[src/rtl/pax_pkg.sv]
// Shared constants and helpers for the paged address extension unit.
// Assumes channels numbered from WORD_FIRST upward run in word mode.
package pax_pkg;
    localparam int NUM_CH     = 8;
    localparam int CNT_W      = 16;
    localparam int PAGE_W     = 8;
    localparam int HI_W       = 8;
    localparam int WORD_FIRST = 4;
    localparam int PG_W       = HI_W + PAGE_W;
    localparam int PA_W       = HI_W + PAGE_W + CNT_W;

    // Word mode decision for a given channel number.
    function automatic bit is_word_ch(input int ch);
        return ch >= WORD_FIRST;
    endfunction
endpackage

[src/rtl/pax_page_chan.sv]
// Page state for one channel: low page, high page and boundary-crossing arm.
// Assumes writes take priority over carry/borrow in the same cycle and that
// simultaneous carry and borrow cancel. Word channels step by two so that
// low page bit 0 is never disturbed.
module pax_page_chan #(
    parameter int PAGE_W  = 8,
    parameter int HI_W    = 8,
    parameter bit IS_WORD = 1'b0
) (
    input  logic                     clk,
    input  logic                     rst_n,
    input  logic                     wr_lo,
    input  logic                     wr_hi,
    input  logic [PAGE_W-1:0]        wr_data,
    input  logic                     carry,
    input  logic                     borrow,
    output logic [HI_W+PAGE_W-1:0]   page,
    output logic                     armed
);
    localparam int PG_W = HI_W + PAGE_W;
    localparam logic [PG_W-1:0] STEP = IS_WORD ? PG_W'(2) : PG_W'(1);

    logic [PAGE_W-1:0] lo_q;
    logic [HI_W-1:0]   hi_q;
    logic              arm_q;
    logic [PG_W-1:0]   stepped;
    logic              do_step;

    // Next page value when the counter over- or underflows.
    always_comb begin
        do_step = arm_q && (carry ^ borrow);
        stepped = carry ? ({hi_q, lo_q} + STEP) : ({hi_q, lo_q} - STEP);
    end

    // Register update: reset, then writes, then page stepping.
    always_ff @(posedge clk) begin
        if (!rst_n) begin
            lo_q  <= '0;
            hi_q  <= '0;
            arm_q <= 1'b0;
        end else if (wr_lo) begin
            lo_q  <= wr_data;
            arm_q <= 1'b0;
        end else if (wr_hi) begin
            hi_q  <= HI_W'(wr_data);
            arm_q <= 1'b1;
        end else if (do_step) begin
            {hi_q, lo_q} <= stepped;
        end
    end

    assign page  = {hi_q, lo_q};
    assign armed = arm_q;
endmodule

[src/rtl/pax_addr_map.sv]
// Joins a channel's page value with its 16-bit counter address.
// Byte variant: {high, low, addr}. Word variant: {high, low[7:1], addr, 0}.
module pax_addr_map #(
    parameter int CNT_W   = 16,
    parameter int PAGE_W  = 8,
    parameter int HI_W    = 8,
    parameter bit IS_WORD = 1'b0
) (
    input  logic [HI_W+PAGE_W-1:0]       page,
    input  logic [CNT_W-1:0]             addr,
    output logic [HI_W+PAGE_W+CNT_W-1:0] phys
);
    generate
        if (IS_WORD) begin : g_word
            // Counter moves up one bit; low page bit 0 is dropped.
            assign phys = {page[HI_W+PAGE_W-1:1], addr, 1'b0};
        end else begin : g_byte
            // Counter sits directly under the full page value.
            assign phys = {page, addr};
        end
    endgenerate
endmodule

[src/rtl/paged_addr_ext.sv]
// Top of the paged DMA address extension unit. Decodes the byte write port
// into per-channel low/high page writes, keeps page state per channel, maps
// each channel to a 32-bit address and shows the channel chosen by out_ch.
// Assumes carry/borrow are one-cycle pulses from the external counter.
module paged_addr_ext
    import pax_pkg::*;
(
    input  logic                      clk,
    input  logic                      rst_n,
    input  logic                      wr_en,
    input  logic                      wr_hi,
    input  logic [2:0]                wr_ch,
    input  logic [PAGE_W-1:0]         wr_data,
    input  logic [NUM_CH*CNT_W-1:0]   ch_addr,
    input  logic [NUM_CH-1:0]         cnt_carry,
    input  logic [NUM_CH-1:0]         cnt_borrow,
    input  logic [2:0]                out_ch,
    output logic [PA_W-1:0]           phys_addr
);
    logic [NUM_CH*PG_W-1:0] page_flat;
    logic [NUM_CH-1:0]      xen_vec;
    logic [PA_W-1:0]        phys_arr [NUM_CH];

    generate
        for (genvar c = 0; c < NUM_CH; c++) begin : g_ch
            logic sel;
            // Write decode for this channel.
            assign sel = wr_en && (wr_ch == 3'(c));

            pax_page_chan #(
                .PAGE_W (PAGE_W),
                .HI_W   (HI_W),
                .IS_WORD(is_word_ch(c))
            ) u_pg (
                .clk    (clk),
                .rst_n  (rst_n),
                .wr_lo  (sel && !wr_hi),
                .wr_hi  (sel && wr_hi),
                .wr_data(wr_data),
                .carry  (cnt_carry[c]),
                .borrow (cnt_borrow[c]),
                .page   (page_flat[c*PG_W +: PG_W]),
                .armed  (xen_vec[c])
            );

            pax_addr_map #(
                .CNT_W  (CNT_W),
                .PAGE_W (PAGE_W),
                .HI_W   (HI_W),
                .IS_WORD(is_word_ch(c))
            ) u_map (
                .page(page_flat[c*PG_W +: PG_W]),
                .addr(ch_addr[c*CNT_W +: CNT_W]),
                .phys(phys_arr[c])
            );
        end
    endgenerate

    // Output selection of the observed channel.
    assign phys_addr = phys_arr[out_ch];
endmodule

[config.mk]
export PLATFORM = sky130hd
export DESIGN_NAME = paged_addr_ext
export DESIGN_NICKNAME = d
export VERILOG_FILES = /design/src/rtl/pax_pkg.sv /design/src/rtl/pax_page_chan.sv /design/src/rtl/pax_addr_map.sv /design/src/rtl/paged_addr_ext.sv
export SDC_FILE = /design/constraint.sdc
export NUM_CORES = 1
export LEC_CHECK = 0
export ABC_CLOCK_PERIOD_IN_PS = 5920
export BUFFER_PORTS_ARGS = -buffer_cell sky130_fd_sc_hd__buf_2
export CELL_PAD_IN_SITES_DETAIL_PLACEMENT = 1
export CELL_PAD_IN_SITES_GLOBAL_PLACEMENT = 1
export CORE_MARGIN = 1
export CORE_UTILIZATION = 49
export DETAILED_ROUTE_END_ITERATION = 12
export GPL_TIMING_DRIVEN = 0
export PLACE_DENSITY = 0.95
export SLEW_MARGIN = 30
export SYNTH_ARGS = -nofsm -noshare
export SYNTH_HDL_FRONTEND = slang
export SYNTH_HIERARCHICAL = 1
export SYNTH_SLANG_ARGS = --single-unit
[constraint.sdc]
create_clock -name clk -period 5.92 [get_ports clk]
set_input_delay 0.296 -clock clk [delete_from_list [all_inputs] [get_ports clk]]
set_output_delay 0.296 -clock clk [all_outputs]
set_load 0.02 [all_outputs]
==> results of run 1 <==
area by class of cell:
type	count	share of cell area, %
well taps	435	3.13
inverters	80	1.73
flip-flops and latches	132	15.2
repair buffers	59	1.70
diodes	2	0.0288
multi-input cells	1328	61.4
clock buffers	18	2.47
clock inverters	14	0.879
plain buffers	335	13.4
worst min-delay path: stages:
cell	delay, ns
buf_2	0.13
nand3_1	0.13
a2111oi_1	0.10
a211oi_2	0.18
power breakdown:
part	switching (mW)	leakage [nW]	internal (mW)
Combinational	0.482	6.51	0.345
Clock	0.498	0.274	0.624
Sequential	0.0362	1.07	0.913
sequential cells by signal, summed over array words and instances (netlist names):
register	count
g_ch.u_pg/hi_q	64
g_ch.u_pg/lo_q	60
g_ch.u_pg/armed	8
through the flow:
stage | hold slack [ns] | instances | util [%] | instance area (um^2)
global route | 0.431 | 2401 | 54.6 | 17400
floorplan | 0.434 | 1875 | - | 15900
finish | 0.431 | 2403 | 54.6 | 17400
global placement | 0.480 | 2369 | 52.8 | 16800
detailed placement | 0.501 | 2369 | 52.8 | 16800
CTS | 0.406 | 2401 | 54.6 | 17400
final timing paths:
check | from | to | slack, ns | cells past startpoint
setup / recovery | wr_hi | g_ch[0].u_pg/hi_q[2]$_SDFFE_PN0P_ | 2.85 | 8
hold / removal | cnt_borrow[3] | g_ch[3].u_pg/hi_q[7]$_SDFFE_PN0P_ | 0.43 | 4
setup reg to reg | g_ch[1].u_pg/lo_q[0]$_SDFFE_PN0P_ | g_ch[1].u_pg/hi_q[6]$_SDFFE_PN0P_ | 3.29 | 9
hold reg to reg | g_ch[7].u_pg/hi_q[0]$_SDFFE_PN0P_ | g_ch[7].u_pg/hi_q[0]$_SDFFE_PN0P_ | 0.53 | 2
metal layers:
layer	wire length (um)	track usage, %	up-vias
met5	42	0	-
met4	5160	27.9	6
met3	6870	9.82	357
met2	29900	64.1	1135
met1	24200	45.7	8056
li1	-	-	6921
==> run_results.csv, run 1 <==
group,metric,value,unit
run_status,status,"finished clean",
layout,layout-drive-gt1-share,25.7,%
clocking,clkTransAtPathRegs,0.07,ns
layout,final_common_cell,"buf_4",
route,drt-pass1-iter-count,8,
die,die_width,182,um
clocking,clock_latency,0.47,ns
route,drc,0,
worst_setup_path,worstSetupEndpointType,"flip-flop",
clocking,postCtsSetupRepairBufs,0,
clocking,ctsHoldBuffers,0,
clocking,cts-root-buf,"clkbuf_16",
place,portBuffers,59,
layout,nets,2231,
worst_setup_path,start_kind,"primary input",
sta,clock_skew,0.0213,ns
route,routed_wl,66.2,mm
grt,grt_pass1_wl,101,mm
die,fp.dieH,182,um
sta,worst_slack,2.85,ns
worst_setup_path,critPathRequiredTime,6.28,ns
grt,grtUsageTotal,39.5,%
power_and_ir_drop,power_leakage,7.85,nW
die,core_area,31800,um^2
logic_synthesis,synth_nets,2153,
sta,rsz0062_at_grt,"no",
clocking,cts_sinks,132,
die,initial_core_util,50.1,%
sta,setup-tns-final,0,ns
clocking,cts_buffers,17,
grt,grt_pass1_vias,17000,
sta,finalSetupViolations,0,
route,viasPerCell,6.86,
grt,grt-ovfl-total,0,
sta,final_max_slew_viol_count,0,
worst_setup_path,cp_top_family,"simple AND/OR/NAND/NOR gates",
grt,grt_start_max_net_pins,17,
clocking,cts_buffer_depth,2,
logic_synthesis,syn_area_per_cell,8.50,um^2
clocking,post_cts_resized,0,
sta,worst_pin_slew,0.986,ns
route,vias,16500,
layout,area_delta_synth_final,8.95,%
place,hpwlAfterDp,45.8,mm
place,finalWeightedCongestion,0.983,
clocking,htree_levels,4,
run,maxCapViolCount,0,
die,num_rows,65,
route,routedWlPerCell,27.5,um
power_and_ir_drop,power.density,167,nW/um^2
logic_synthesis,synth_area,15900,um^2
worst_setup_path,path_cells,"clkbuf_1, nand3b_1, nor3_1, clkbuf_1, a21oi_1, nor2_1, o221ai_1, a21oi_1",
min_path,min_path_type,"primary input to flip-flop",
power_and_ir_drop,ir_drop,0.200,mV
worst_setup_path,cp_max_fo,10,
layout,layout_common_cells,"256 x buf_4, 142 x nand2_1, 140 x a21oi_1, 132 x dfxtp_1, 108 x ha_1",
route,drtIter0Drc,1632,
worst_setup_path,crit_slowest_cell,"nor2_1",
sta,hold_viol_final,0,
worst_setup_path,crit_arrival,3.43,ns
worst_setup_path,max_stage_delay,0.63,ns
sta,max_freq,326,MHz
place,dp_worst_setup_slack,2.92,ns
sta,slew_headroom,34.3,%
layout,seqCellArea,2640,um^2
layout,multi_input_area,10700,um^2
sta,post-route-period-util,51.9,%
route,drtAntennaViolNets,0,
logic_synthesis,yosysWarnings,6,
logic_synthesis,syn-instance-count,1875,
worst_setup_path,critical_path_class,"primary input to flip-flop",
clocking,cts_tree,"done",
die,io_pins,194,
die,dieArea,33300,um^2
worst_setup_path,crit_buf_inv,2,
layout,n_fill_cell,3776,
sta,final.min_clock_period,3.07,ns
power_and_ir_drop,power.total,2.90,mW
grt,antenna_found_initial,5,
No activity file was read; power rests on OpenSTA's default activity.
==> run 2, diff against run 1 <==
- ABC_CLOCK_PERIOD_IN_PS: 5920 -> 2700
- CORE_UTILIZATION: 49 -> 41
- PLACE_DENSITY: 0.95 -> 0.89
- clock period: 5.92 -> 2.7 ns (I/O delays scaled with it)
==> run 2 against run 1 <==
  * Combinational power up 110%
  * Design area up 1.3%
  * Final cell count up 3.2%
  * Die area up 19%
  * Hold slack worse by 0.16 ns
  * Clock power rose to 2.5 times the previous value
  * Via count down 6.2%
  * Highest routed layer unchanged
  * Clock-buffer cell count up 1
  * Sequential share of layout area down 0.19 points
  * Core utilization down 8.3 points
  * Wire length down 9.5%
  * Largest power group unchanged
  * Sequential power up 120%
==> run_results.csv, run 2 (same netlist as run 1, synthesis figures left out) <==
group,metric,value,unit
run_status,status,"finished clean",
clocking,clkTransAtPathRegs,0.06,ns
worst_setup_path,r2r_cells,9,
layout,area_delta_synth_final,10.3,%
power_and_ir_drop,p_int,4.63,mW
die,die_width,199,um
route,vias,15400,
power_and_ir_drop,p_clk_share,42.7,%
route,viasPerCell,6.23,
grt,grt_util_met3,5.43,%
clocking,cts-root-buf,"clkbuf_16",
worst_setup_path,path_cells,"clkbuf_1, nand3b_1, nor3_1, clkbuf_1, a21oi_1, nor2_1, inv_1, a222oi_1, nor2b_1",
power_and_ir_drop,power.total,6.67,mW
clocking,cts_buffers,17,
worst_setup_path,crit_slowest_cell,"nor2_1",
clocking,post_cts_resized,0,
grt,grt_use_met1,36.1,%
sta,finalSetupViolations,0,
route,drtAntennaViolNets,0,
route,drc,0,
die,core_area,37900,um^2
grt,antenna_found_initial,4,
sta,slew_headroom,39.8,%
place,finalWeightedCongestion,0.957,
sta,hold_viol_final,0,
grt,grt_pass1_vias,16000,
clocking,cts_sinks,132,
worst_setup_path,cp_max_fo,10,
layout,layout_common_cells,"256 x buf_4, 142 x nand2_1, 140 x a21oi_1, 132 x dfxtp_1, 108 x ha_1",
place,hpwlAfterDp,44.8,mm
power_and_ir_drop,power_frac_comb,26.1,%
power_and_ir_drop,power.density,379,nW/um^2
clocking,cts_buffer_depth,2,
grt,grtUsageTotal,29.9,%
worst_setup_path,path_depth,9,
grt,grt-ovfl-total,0,
place,dp_worst_setup_slack,-0.0340,ns
worst_setup_path,critPathRequiredTime,3.00,ns
die,dieArea,39700,um^2
power_and_ir_drop,ir_drop,0.407,mV
sta,worst_slack,0.173,ns
power_and_ir_drop,seq_power_share,31.1,%
sta,max_freq,396,MHz
worst_setup_path,worstSetupEndpointType,"flip-flop",
clocking,clock_latency,0.44,ns
die,initial_core_util,42.0,%
min_path,min_path_cells,3,
clocking,ctsHoldBuffers,0,
worst_setup_path,max_stage_delay,0.53,ns
grt,grt_use_met2,50.6,%
grt,grt_pass1_wl,91.1,mm
worst_setup_path,cp_top_family,"simple AND/OR/NAND/NOR gates",
clocking,htree_levels,4,
power_and_ir_drop,sw_frac_of_total,30.6,%
layout,regMostFlops,"g_ch.u_pg/hi_q",
place,portBuffers,59,
grt,grt_busiest_layer,"met2",
worst_setup_path,path_common_cell,"clkbuf_1",
layout,largest_reg_flops,64,
worst_setup_path,crit_arrival,2.83,ns
die,io_pins,194,
place,placed_area,16900,um^2
run,maxCapViolCount,0,
sta,final_max_slew_viol_count,0,
die,fp.dieH,199,um
route,drt-pass1-iter-count,5,
clocking,cts_tree,"done",
route,routed_wl,59.9,mm
sta,post-route-period-util,93.6,%
layout,layout-drive-gt1-share,25.7,%
power_and_ir_drop,power_leakage,7.92,nW
layout,final_cell_area,17600,um^2
sta,setup-tns-final,0,ns
die,num_rows,71,
layout,final_common_cell,"buf_4",
route,drtIter0Drc,1288,
clocking,postCtsSetupRepairBufs,0,
min_path,min_path_type,"primary input to flip-flop",
worst_setup_path,start_kind,"primary input",
route,routedWlPerCell,24.2,um
power_and_ir_drop,p_switching,2.05,mW
worst_setup_path,crit_buf_inv,3,
sta,rsz0062_at_grt,"no",
grt,grt_start_max_net_pins,17,
worst_setup_path,critical_path_class,"primary input to flip-flop",
layout,nets,2231,
layout,n_fill_cell,4564,
sta,worst_pin_slew,0.903,ns
sta,final.min_clock_period,2.53,ns
sta,clock_skew,0.00827,ns
run 2: cell types whose count changed in the layout (fill, tap and decap cells not counted), sizes merged:
cell / delta
bufinv: +5
clkbuf: +1
clkinvlp: -2
inv: -4
run 2: routing by layer:
layer / wire (um) / share of wire, % / vias up
li1: - / - / 6924
met1: 24200 / 40 / 7644
met2: 28000 / 47 / 701
met3: 4740 / 7.9 / 175
met4: 2910 / 4.9 / 4
met5: 27 / 0.045 / -
run 2: power by group through the flow:
stage | clock (mW) | combinational [mW] | sequential, mW
finish | 2.85 | 1.75 | 2.08
detailed placement | 0 | 1.70 | 2.12
global route | 2.95 | 1.86 | 2.08
floorplan | 0 | 1.23 | 2.08
global placement | 0 | 1.63 | 2.11
CTS | 2.87 | 1.72 | 2.07
run 2: stage by stage:
stage,hold WS (ns),std cells,utilization [%]
after floorplan,0.273,1875,-
after global placement,0.481,2445,44.5
after detailed placement,0.488,2445,44.5
after CTS,0.243,2477,46.4
after global routing,0.285,2477,46.4
final,0.275,2479,46.4
run 2: cell type report:
type / instances / area, um^2 / area share, %
flip-flops and latches: 132 / 2640 / 15.0
inverters: 80 / 300 / 1.71
clock inverters: 13 / 253 / 1.44
multi-input cells: 1328 / 10700 / 60.7
diodes: 2 / 5.00 / 0.0285
repair buffers: 59 / 295 / 1.68
clock buffers: 19 / 453 / 2.58
well taps: 511 / 639 / 3.63
plain buffers: 335 / 2330 / 13.3
run 2: worst reg2reg max path, stage by stage (launching register included):
cell      delay, ns
dfxtp_1        0.36
inv_1          0.09
fa_1           0.41
and2b_1        0.25
o211ai_1       0.11
a21oi_1        0.38
o22ai_1        0.17
xor2_1         0.26
o211ai_1       0.14
o211a_1        0.20
run 2: path summary, 6_finish.rpt:
kind / startpoint / to / slack, ns
worst max-delay path: wr_hi / g_ch[0].u_pg/hi_q[1]$_SDFFE_PN0P_ / 0.17
worst max register to register: g_ch[0].u_pg/lo_q[0]$_SDFFE_PN0P_ / g_ch[0].u_pg/hi_q[0]$_SDFFE_PN0P_ / 0.22
worst min-delay path: wr_data[1] / g_ch[2].u_pg/lo_q[1]$_SDFFE_PN0P_ / 0.27
worst min register to register: g_ch[0].u_pg/hi_q[3]$_SDFFE_PN0P_ / g_ch[0].u_pg/hi_q[3]$_SDFFE_PN0P_ / 0.50
==> run 3, diff against run 2 <==
- ABC_CLOCK_PERIOD_IN_PS: 2700 -> 3100
- CORE_UTILIZATION: 41 -> 49
- PLACE_DENSITY: 0.89 -> 0.95
- clock period: 2.7 -> 3.1 ns (I/O delays scaled with it)
==> run 3 against run 2 <==
  * Hold slack better by 0.027 ns
  * Highest routed layer unchanged
  * Clock skew up 0.015 ns
  * Critical path depth is 1 lower
  * Register-to-register slack improved by 0.26 ns
  * Critical endpoint is now g_ch[0].u_pg/hi_q[0]$_SDFFE_PN0P_
  * Core utilization grew 8.3 points
  * Via count grew 7.2%
  * Largest power group unchanged
  * Sequential share of layout area grew 0.19 points
  * Global-route usage increased by 9.6 points
  * First-iteration DRC count up 31%
  * Sequential power shrank 13%
==> run_results.csv, run 3 (same netlist as run 1, synthesis figures left out) <==
group,metric,value,unit
grt,grt_start_max_net_pins,17,
power_and_ir_drop,ir_drop,0.378,mV
place,finalWeightedCongestion,0.983,
route,drtIter0Drc,1685,
place,place_inst,2369,
layout,largest_reg_flops,64,
die,core_area,31800,um^2
die,dieArea,33300,um^2
clocking,htree_levels,4,
place,portBuffers,59,
grt,antenna_found_initial,6,
sta,max_freq,343,MHz
clocking,clock_latency,0.47,ns
clocking,cts_buffer_depth,2,
sta,hold_viol_final,0,
grt,grt-ovfl-total,0,
worst_setup_path,cp_max_fo,10,
worst_setup_path,rrSetupSlack,0.48,ns
grt,grt_pass1_wl,101,mm
worst_setup_path,critical_path_class,"primary input to flip-flop",
route,drt-pass1-iter-count,8,
worst_setup_path,start_kind,"primary input",
layout,regMostFlops,"g_ch.u_pg/hi_q",
die,fp.dieH,182,um
clocking,cts_tree,"done",
die,num_rows,65,
grt,grt_pass1_vias,17000,
grt,grtUsageTotal,39.5,%
sta,rsz0062_at_grt,"no",
route,vias,16600,
sta,setup-tns-final,0,ns
route,drtAntennaViolNets,0,
sta,slew_headroom,34.1,%
route,drc,0,
sta,post-route-period-util,94.0,%
worst_setup_path,worstSetupEndpointType,"flip-flop",
clocking,clkTransAtPathRegs,0.06,ns
min_path,hp-start,"cnt_borrow[3]",
route,routedWlPerCell,27.5,um
min_path,min_to,"g_ch[3].u_pg/hi_q[7]$_SDFFE_PN0P_",
clocking,cts_sinks,132,
die,initial_core_util,50.1,%
die,die_width,182,um
power_and_ir_drop,power.density,318,nW/um^2
min_path,min_path_type,"primary input to flip-flop",
layout,layout-drive-gt1-share,25.7,%
sta,clock_skew,0.0232,ns
worst_setup_path,r2r_cells,9,
place,hpwlAfterDp,45.8,mm
layout,fin_cells,2403,
power_and_ir_drop,power.total,5.53,mW
layout,layout_common_cells,"256 x buf_4, 142 x nand2_1, 140 x a21oi_1, 132 x dfxtp_1, 108 x ha_1",
clocking,cts-root-buf,"clkbuf_16",
clocking,post_cts_resized,0,
clocking,cts_buffers,17,
worst_setup_path,rr_endpoint,"g_ch[1].u_pg/hi_q[6]$_SDFFE_PN0P_",
run_status,status,"finished clean",
layout,final_common_cell,"buf_4",
layout,nets,2231,
worst_setup_path,crit_arrival,3.24,ns
sta,final.min_clock_period,2.91,ns
layout,area_delta_synth_final,8.95,%
power_and_ir_drop,power_leakage,7.85,nW
clocking,postCtsSetupRepairBufs,0,
route,routed_wl,66.1,mm
die,io_pins,194,
sta,finalSetupViolations,0,
clocking,ctsHoldBuffers,0,
sta,worst_pin_slew,0.989,ns
run,maxCapViolCount,0,
worst_setup_path,critPathRequiredTime,3.43,ns
sta,hold_slack,0.302,ns
sta,final_max_slew_viol_count,0,
worst_setup_path,r2r-start,"g_ch[1].u_pg/lo_q[0]$_SDFFE_PN0P_",
route,viasPerCell,6.89,
min_path,min_path_cells,4,
[run 3: per-layer routing]
metal	GRT usage, %	up-vias	wire [um]
met5	0	-	61
met4	28.2	10	5270
met3	9.86	385	6790
met2	64.0	1175	29800
met1	45.7	8060	24200
li1	-	6930	-
[run 3: worst max path at each step]
| stage | start | endpoint | slack, ns | depth (start not counted) |
|---|---|---|---|---|
| floorplan | cnt_carry[2] | g_ch[2].u_pg/hi_q[7]$_SDFFE_PN0P_ | 1.01 | 9 |
| global placement | cnt_carry[0] | g_ch[0].u_pg/hi_q[6]$_SDFFE_PN0P_ | 0.34 | 10 |
| detailed placement | wr_hi | g_ch[0].u_pg/hi_q[2]$_SDFFE_PN0P_ | 0.24 | 8 |
| CTS | wr_hi | g_ch[0].u_pg/hi_q[0]$_SDFFE_PN0P_ | 0.37 | 8 |
| global route | wr_hi | g_ch[0].u_pg/hi_q[0]$_SDFFE_PN0P_ | 0.09 | 8 |
| finish | wr_hi | g_ch[0].u_pg/hi_q[0]$_SDFFE_PN0P_ | 0.19 | 8 |
[run 3: power by group]
part | leakage (nW) | switching [mW] | internal (mW)
sequential | 1.07 | 0.0693 | 1.74
clock | 0.274 | 0.946 | 1.19
combinational | 6.51 | 0.920 | 0.659
total | 7.85 | 1.94 | 3.59
[run 3: critical path: stages]
cell and delay (ns):
clkbuf_1 0.44, nand3b_1 0.34, nor3_1 0.54, clkbuf_1 0.46, a21oi_1 0.12, nor2_1 0.63
o211ai_1 0.30, o211a_1 0.25
[run 3: through the flow]
stage	setup WS [ns]	instance area (um^2)	util [%]
floorplan	1.01	15900	-
detailed placement	0.244	16800	52.8
global route	0.0941	17400	54.6
global placement	0.342	16800	52.8
finish	0.186	17400	54.6
CTS	0.366	17400	54.6
[run 3: layout make-up]
type                            count  area (um^2)
Timing Repair Buffer               59          295
Inverter                           80          300
Buffer                            335         2330
Multi-Input combinational cell   1328        10700
Sequential cell                   132         2640
Antenna cell                        2         5.00
Fill cell                        3777        14400
Clock inverter                     14          153
Clock buffer                       18          429
Tap cell                          435          544
